===== config.mk =====
export PLATFORM = sky130hd
export DESIGN_NAME = gf_word_lfsr
export DESIGN_NICKNAME = d
export VERILOG_FILES = /design/src/rtl/gf_lfsr_pkg.sv /design/src/rtl/gf_byte_map.sv /design/src/rtl/gf_lfsr_ctrl.sv /design/src/rtl/gf_lfsr_dp.sv /design/src/rtl/gf_word_lfsr.sv
export SDC_FILE = /design/constraint.sdc
export NUM_CORES = 2
export LEC_CHECK = 0
export ABC_AREA = 0
export BUFFER_PORTS_ARGS = -buffer_cell sky130_fd_sc_hd__buf_2
export CAP_MARGIN = 0
export CORE_ASPECT_RATIO = 0.75
export CORE_MARGIN = 2
export CORE_UTILIZATION = 35
export DETAILED_ROUTE_END_ITERATION = 8
export PLACE_DENSITY = 0.68
export SYNTH_ARGS = -nofsm -noshare
export SYNTH_HDL_FRONTEND = slang
export SYNTH_SLANG_ARGS = --single-unit

===== constraint.sdc =====
create_clock -name clk -period 2.51 [get_ports clk]
set_input_delay 0.3765 -clock clk [delete_from_list [all_inputs] [get_ports clk]]
set_output_delay 0.3765 -clock clk [all_outputs]
set_load 0.005 [all_outputs]

===== src/rtl/gf_lfsr_pkg.sv =====
package gf_lfsr_pkg;

  localparam int WORD_W = 32;
  localparam int BYTE_W = 8;
  localparam logic [BYTE_W-1:0] FIELD_POLY = 8'hA9;

  // Strobes from the control decode to the datapath
  typedef struct packed {
    logic clear;
    logic load;
    logic step;
    logic mixExt;
  } lfsrCmd_t;

  // Repeated doubling in GF(2^8) with the given reduction byte
  function automatic logic [BYTE_W-1:0] mulxRep(input logic [BYTE_W-1:0] v,
                                                input int unsigned n,
                                                input logic [BYTE_W-1:0] c);
    logic [BYTE_W-1:0] r;
    r = v;
    for (int unsigned k = 0; k < n; k++) begin
      if (r[BYTE_W-1]) r = {r[BYTE_W-2:0], 1'b0} ^ c;
      else             r = {r[BYTE_W-2:0], 1'b0};
    end
    return r;
  endfunction

  // Full word image of one byte under the multiply or divide map
  function automatic logic [WORD_W-1:0] alphaImage(input logic [BYTE_W-1:0] b,
                                                   input bit divide);
    logic [WORD_W-1:0] w;
    if (divide)
      w = {mulxRep(b, 16, FIELD_POLY), mulxRep(b, 39, FIELD_POLY),
           mulxRep(b, 6, FIELD_POLY),  mulxRep(b, 64, FIELD_POLY)};
    else
      w = {mulxRep(b, 23, FIELD_POLY),  mulxRep(b, 245, FIELD_POLY),
           mulxRep(b, 48, FIELD_POLY),  mulxRep(b, 239, FIELD_POLY)};
    return w;
  endfunction

  // Columns of the GF(2) matrix: image of each single-bit byte
  function automatic logic [BYTE_W-1:0][WORD_W-1:0] alphaBasis(input bit divide);
    logic [BYTE_W-1:0][WORD_W-1:0] cols;
    for (int k = 0; k < BYTE_W; k++) begin
      cols[k] = alphaImage(BYTE_W'(1) << k, divide);
    end
    return cols;
  endfunction

endpackage


===== src/rtl/gf_byte_map.sv =====
module gf_byte_map
  import gf_lfsr_pkg::*;
#(
  parameter bit DIVIDE = 1'b0
) (
  input  logic [BYTE_W-1:0] byteIn,
  output logic [WORD_W-1:0] wordOut
);

  // The map is linear, so it is a fixed XOR matrix built at elaboration
  localparam logic [BYTE_W-1:0][WORD_W-1:0] BASIS = alphaBasis(DIVIDE);

  logic [BYTE_W-1:0][WORD_W-1:0] gated;

  genvar k;
  generate
    for (k = 0; k < BYTE_W; k++) begin : g_col
      assign gated[k] = byteIn[k] ? BASIS[k] : '0;
    end
  endgenerate

  always_comb begin
    wordOut = '0;
    for (int j = 0; j < BYTE_W; j++) begin
      wordOut = wordOut ^ gated[j];
    end
  end

endmodule


===== src/rtl/gf_lfsr_ctrl.sv =====
module gf_lfsr_ctrl
  import gf_lfsr_pkg::*;
(
  input  logic     rst,
  input  logic     loadEn,
  input  logic     advance,
  input  logic     initMode,
  output lfsrCmd_t cmd
);

  // Priority: reset, then load, then advance
  always_comb begin
    cmd.clear  = rst;
    cmd.load   = !rst && loadEn;
    cmd.step   = !rst && !loadEn && advance;
    cmd.mixExt = initMode;
  end

endmodule


===== src/rtl/gf_lfsr_dp.sv =====
module gf_lfsr_dp
  import gf_lfsr_pkg::*;
#(
  parameter int NUM_STAGES = 16,
  parameter int TAP_NEAR   = 2,
  parameter int TAP_FAR    = 11
) (
  input  logic                                clk,
  input  lfsrCmd_t                            cmd,
  input  logic [NUM_STAGES*WORD_W-1:0]        loadData,
  input  logic [WORD_W-1:0]                   fIn,
  output logic [NUM_STAGES-1:0][WORD_W-1:0]   stageQ
);

  localparam int TOP = NUM_STAGES - 1;

  logic [WORD_W-1:0] mulWord;
  logic [WORD_W-1:0] divWord;
  logic [WORD_W-1:0] feedback;

  gf_byte_map #(.DIVIDE(1'b0)) u_mulMap (
    .byteIn (stageQ[0][WORD_W-1 -: BYTE_W]),
    .wordOut(mulWord)
  );

  gf_byte_map #(.DIVIDE(1'b1)) u_divMap (
    .byteIn (stageQ[TAP_FAR][BYTE_W-1:0]),
    .wordOut(divWord)
  );

  always_comb begin
    feedback = {stageQ[0][WORD_W-BYTE_W-1:0], {BYTE_W{1'b0}}}
             ^ mulWord
             ^ stageQ[TAP_NEAR]
             ^ {{BYTE_W{1'b0}}, stageQ[TAP_FAR][WORD_W-1:BYTE_W]}
             ^ divWord;
    if (cmd.mixExt) feedback = feedback ^ fIn;
  end

  always_ff @(posedge clk) begin
    if (cmd.clear) begin
      stageQ <= '0;
    end else if (cmd.load) begin
      for (int i = 0; i < NUM_STAGES; i++) begin
        stageQ[i] <= loadData[i*WORD_W +: WORD_W];
      end
    end else if (cmd.step) begin
      for (int i = 0; i < TOP; i++) begin
        stageQ[i] <= stageQ[i+1];
      end
      stageQ[TOP] <= feedback;
    end
  end

endmodule


===== src/rtl/gf_word_lfsr.sv =====
module gf_word_lfsr
  import gf_lfsr_pkg::*;
#(
  parameter int NUM_STAGES = 16,
  parameter int TAP_MID    = 5
) (
  input  logic                         clk,
  input  logic                         rst,
  input  logic                         loadEn,
  input  logic [NUM_STAGES*WORD_W-1:0] loadData,
  input  logic                         advance,
  input  logic                         initMode,
  input  logic [WORD_W-1:0]            fIn,
  output logic [WORD_W-1:0]            tapLow,
  output logic [WORD_W-1:0]            tapMid,
  output logic [WORD_W-1:0]            tapHigh
);

  lfsrCmd_t                          cmd;
  logic [NUM_STAGES-1:0][WORD_W-1:0] stageQ;

  gf_lfsr_ctrl u_ctrl (
    .rst     (rst),
    .loadEn  (loadEn),
    .advance (advance),
    .initMode(initMode),
    .cmd     (cmd)
  );

  gf_lfsr_dp #(
    .NUM_STAGES(NUM_STAGES),
    .TAP_NEAR  (2),
    .TAP_FAR   (11)
  ) u_dp (
    .clk     (clk),
    .cmd     (cmd),
    .loadData(loadData),
    .fIn     (fIn),
    .stageQ  (stageQ)
  );

  assign tapLow  = stageQ[0];
  assign tapMid  = stageQ[TAP_MID];
  assign tapHigh = stageQ[NUM_STAGES-1];

endmodule


==> results_dict.tcl <==
set metrics [dict create \
    status "completed" \
    cts_buffer_depth 3 \
    clockRootBuffer "clkbuf_16" \
    hp-start "loadData[105]" \
    setup_viol 0 \
    htree_levels 2 \
    die_w_um 316 \
    top_layer "met5" \
    syn_to_final_growth_pct 40.9 \
    fin_worst_skew_ns 0.0239 \
    global_route.usage.total_pct 28.1 \
    synth_area_leader_cell "dfxtp_1" \
    cp_num_buf_inv 0 \
    ys.flop_type "dfxtp_1" \
    hold_viol_final 0 \
    gr-total-overflow 0 \
    slew_headroom_pct 60.3 \
    cts_tree "done" \
    r2r_start "u_dp.stageQ[24]$_SDFFE_PP0P_" \
    synth-seq-area-share_pct 40.1 \
    grt_pass1_wl_um 157000 \
    worstPathCellList "xnor2_1, xnor2_1, xnor3_1, xnor2_1, a21oi_1, a22o_1" \
    place.gp.congestion 0.977 \
    rsz0062_at_grt "false" \
    leakage_nw 16.6 \
    finish.utilization_pct 50.0 \
    dp_hpwl_um 80600 \
    synth_top_area_share_pct 40.1 \
    syn_nets 3685 \
    port-buffer-count 644 \
    synth_area_leaders "dfxtp_1, mux2i_1, nor2_1" \
    postSynth.asyncResetShare_pct 0 \
    largest_reg_flops 512 \
    clock-sinks 512 \
    syn_area_mm2 0.0255 \
    via_count 25600 \
    synth_enable_flop_cells 0 \
    holdWs_ns 0.0246 \
    reg_top3 "u_dp.stageQ x512" \
    antenna_found_initial 42 \
    power.density_mw_per_mm2 622 \
    final_nets 4602 \
    slowest_stage "dfxtp_1" \
    postCtsSetupBuffers 0 \
    ant_nets 0 \
    ff2ff_path_depth 6 \
    worstMarginPinSlew_ns 0.591 \
    clkTransAtPathRegs_ns 0.06 \
    met3_wirelength_um 10600 \
    wl_per_cell_um 21.7 \
    yosys_warnings 0 \
    core_mm2 0.0720 \
    cts_resized 0 \
    route.met2.wl_um 48900 \
    slowest_delay_ns 0.58 \
    drtIter0Drc 2112 \
    viasPerCell 5.04 \
    min_period_ns 2.26 \
    crit_cells 6 \
    drt_pass1_iterations 8 \
    ys_types 32 \
    crit_top_cell "xnor2_1" \
    arrival_ns 2.76 \
    path_class "flip-flop to flip-flop" \
    clock_latency_ns 0.63 \
    synth.ff_latch_count 512 \
    path_delay_family "XOR/XNOR gates" \
    drv_cap 0 \
    finalSetupTns_ns 0 \
    met1_length_um 45500 \
    synthCells 3136 \
    start_kind "flip-flop" \
    worstSetupStartpoint "u_dp.stageQ[24]$_SDFFE_PP0P_" \
    die-area_mm2 0.0752 \
    fmax_mhz 443 \
    drc 0 \
    first_global_vias 24600 \
    cts_buffers 56 \
    critPathRequiredTime_ns 3.02 \
    ioPinCount 645 \
    worstHoldPathType "primary input to flip-flop" \
    layout-drive-gt1-share_pct 20.4 \
    worstPathMaxFanout 8 \
    timing.final.crit_share_pct 89.9 \
    layout_common_cells "nor2_1, buf_2, dfxtp_1" \
    final_common_cell "nor2_1" \
    slew_viol_final 0 \
    cp-end-kind "flip-flop" \
    top_register "u_dp.stageQ" \
    hold_depth 3 \
    vdd_ir_drop_max_mv 0.442 \
    start_util_pct 35.5 \
    grt_max_degree 112 \
    wirelength_um 110000 \
    syn_area_per_cell_um2 8.14 \
    die_y_um 238 \
    placementRows 85 \
]
routing by layer:
metal  global-route usage, %  vias up
met5                       0        -
met4                    11.3       38
met3                    7.74      323
met2                    44.8     1167
met1                    35.9    11800
li1                        -    12200
cell usage after synthesis (all sizes together), types with 2 or more instances:
| master | number |
|---|---|
| nor3 | 7 |
| a21oi | 502 |
| buf | 159 |
| mux2i | 483 |
| inv | 7 |
| nor2b | 16 |
| xnor3 | 10 |
| a211o | 3 |
| xor2 | 41 |
| clkbuf | 183 |
| nor2 | 981 |
| dfxtp | 512 |
| a211oi | 10 |
| a22o | 8 |
| o21ai | 8 |
| nand2 | 46 |
| nor4b | 2 |
| xnor2 | 148 |
| a221oi | 5 |
metrics by stage:
stage	area [um2]	power [mW]	worst slack, ns	instances
after floorplan	25500	11.8	0.575	3136
after global placement	29400	13.2	0.334	4489
after detailed placement	29400	13.3	0.324	4489
after CTS	35900	22.5	0.291	5052
after global routing	36000	23.3	0.127	5068
final	36000	22.4	0.255	5077
path summary, 6_finish.rpt:
path	to	slack, ns
hold reg to reg	u_dp.stageQ[484]$_SDFFE_PP0P_	0.58
setup / recovery	u_dp.stageQ[496]$_SDFFE_PP0P_	0.25
setup reg to reg	u_dp.stageQ[496]$_SDFFE_PP0P_	0.25
hold / removal	u_dp.stageQ[105]$_SDFFE_PP0P_	0.02
area by class of cell:
cell class / count / area (um2)
timing repair buffer: 1202 / 9040
antenna: 25 / 62.6
sequential: 512 / 10200
clock inverter: 25 / 293
multi-input combinational: 2274 / 13500
inverter: 7 / 26.3
fill: 6598 / 36000
tap: 957 / 1200
clock buffer: 75 / 1580
tightest hold or removal path, cell delays in order:
cell     delay (ns)
buf_2          0.08
a21oi_1        0.06
nor2_1         0.09
power by group:
group,total [mW],switching [mW],internal [mW]
Combinational,4.49,2.17,2.33
Clock,8.61,3.68,4.93
Sequential,9.30,0.655,8.64
Total,22.4,6.50,15.9
kinds of logic (layout without fill, tap and decap cells):
group,after synthesis,count (layout),share of synthesized area (%)
buf+inv,350,1309,6.83
other cells,0,25,0
simple gates,1056,1056,15.8
mux,483,483,18.9
xor+xnor,199,199,7.49
compound gates,536,536,10.8
flops,512,512,40.1
repair_timing:
| item | CTS | global route |
|---|---|---|
| endpoints found under the hold margin | 463 | 0 |
| hold buffers | 463 | 0 |
| endpoints found under the setup margin | 0 | 0 |
Note: power is estimated with default switching activity, not from simulation.
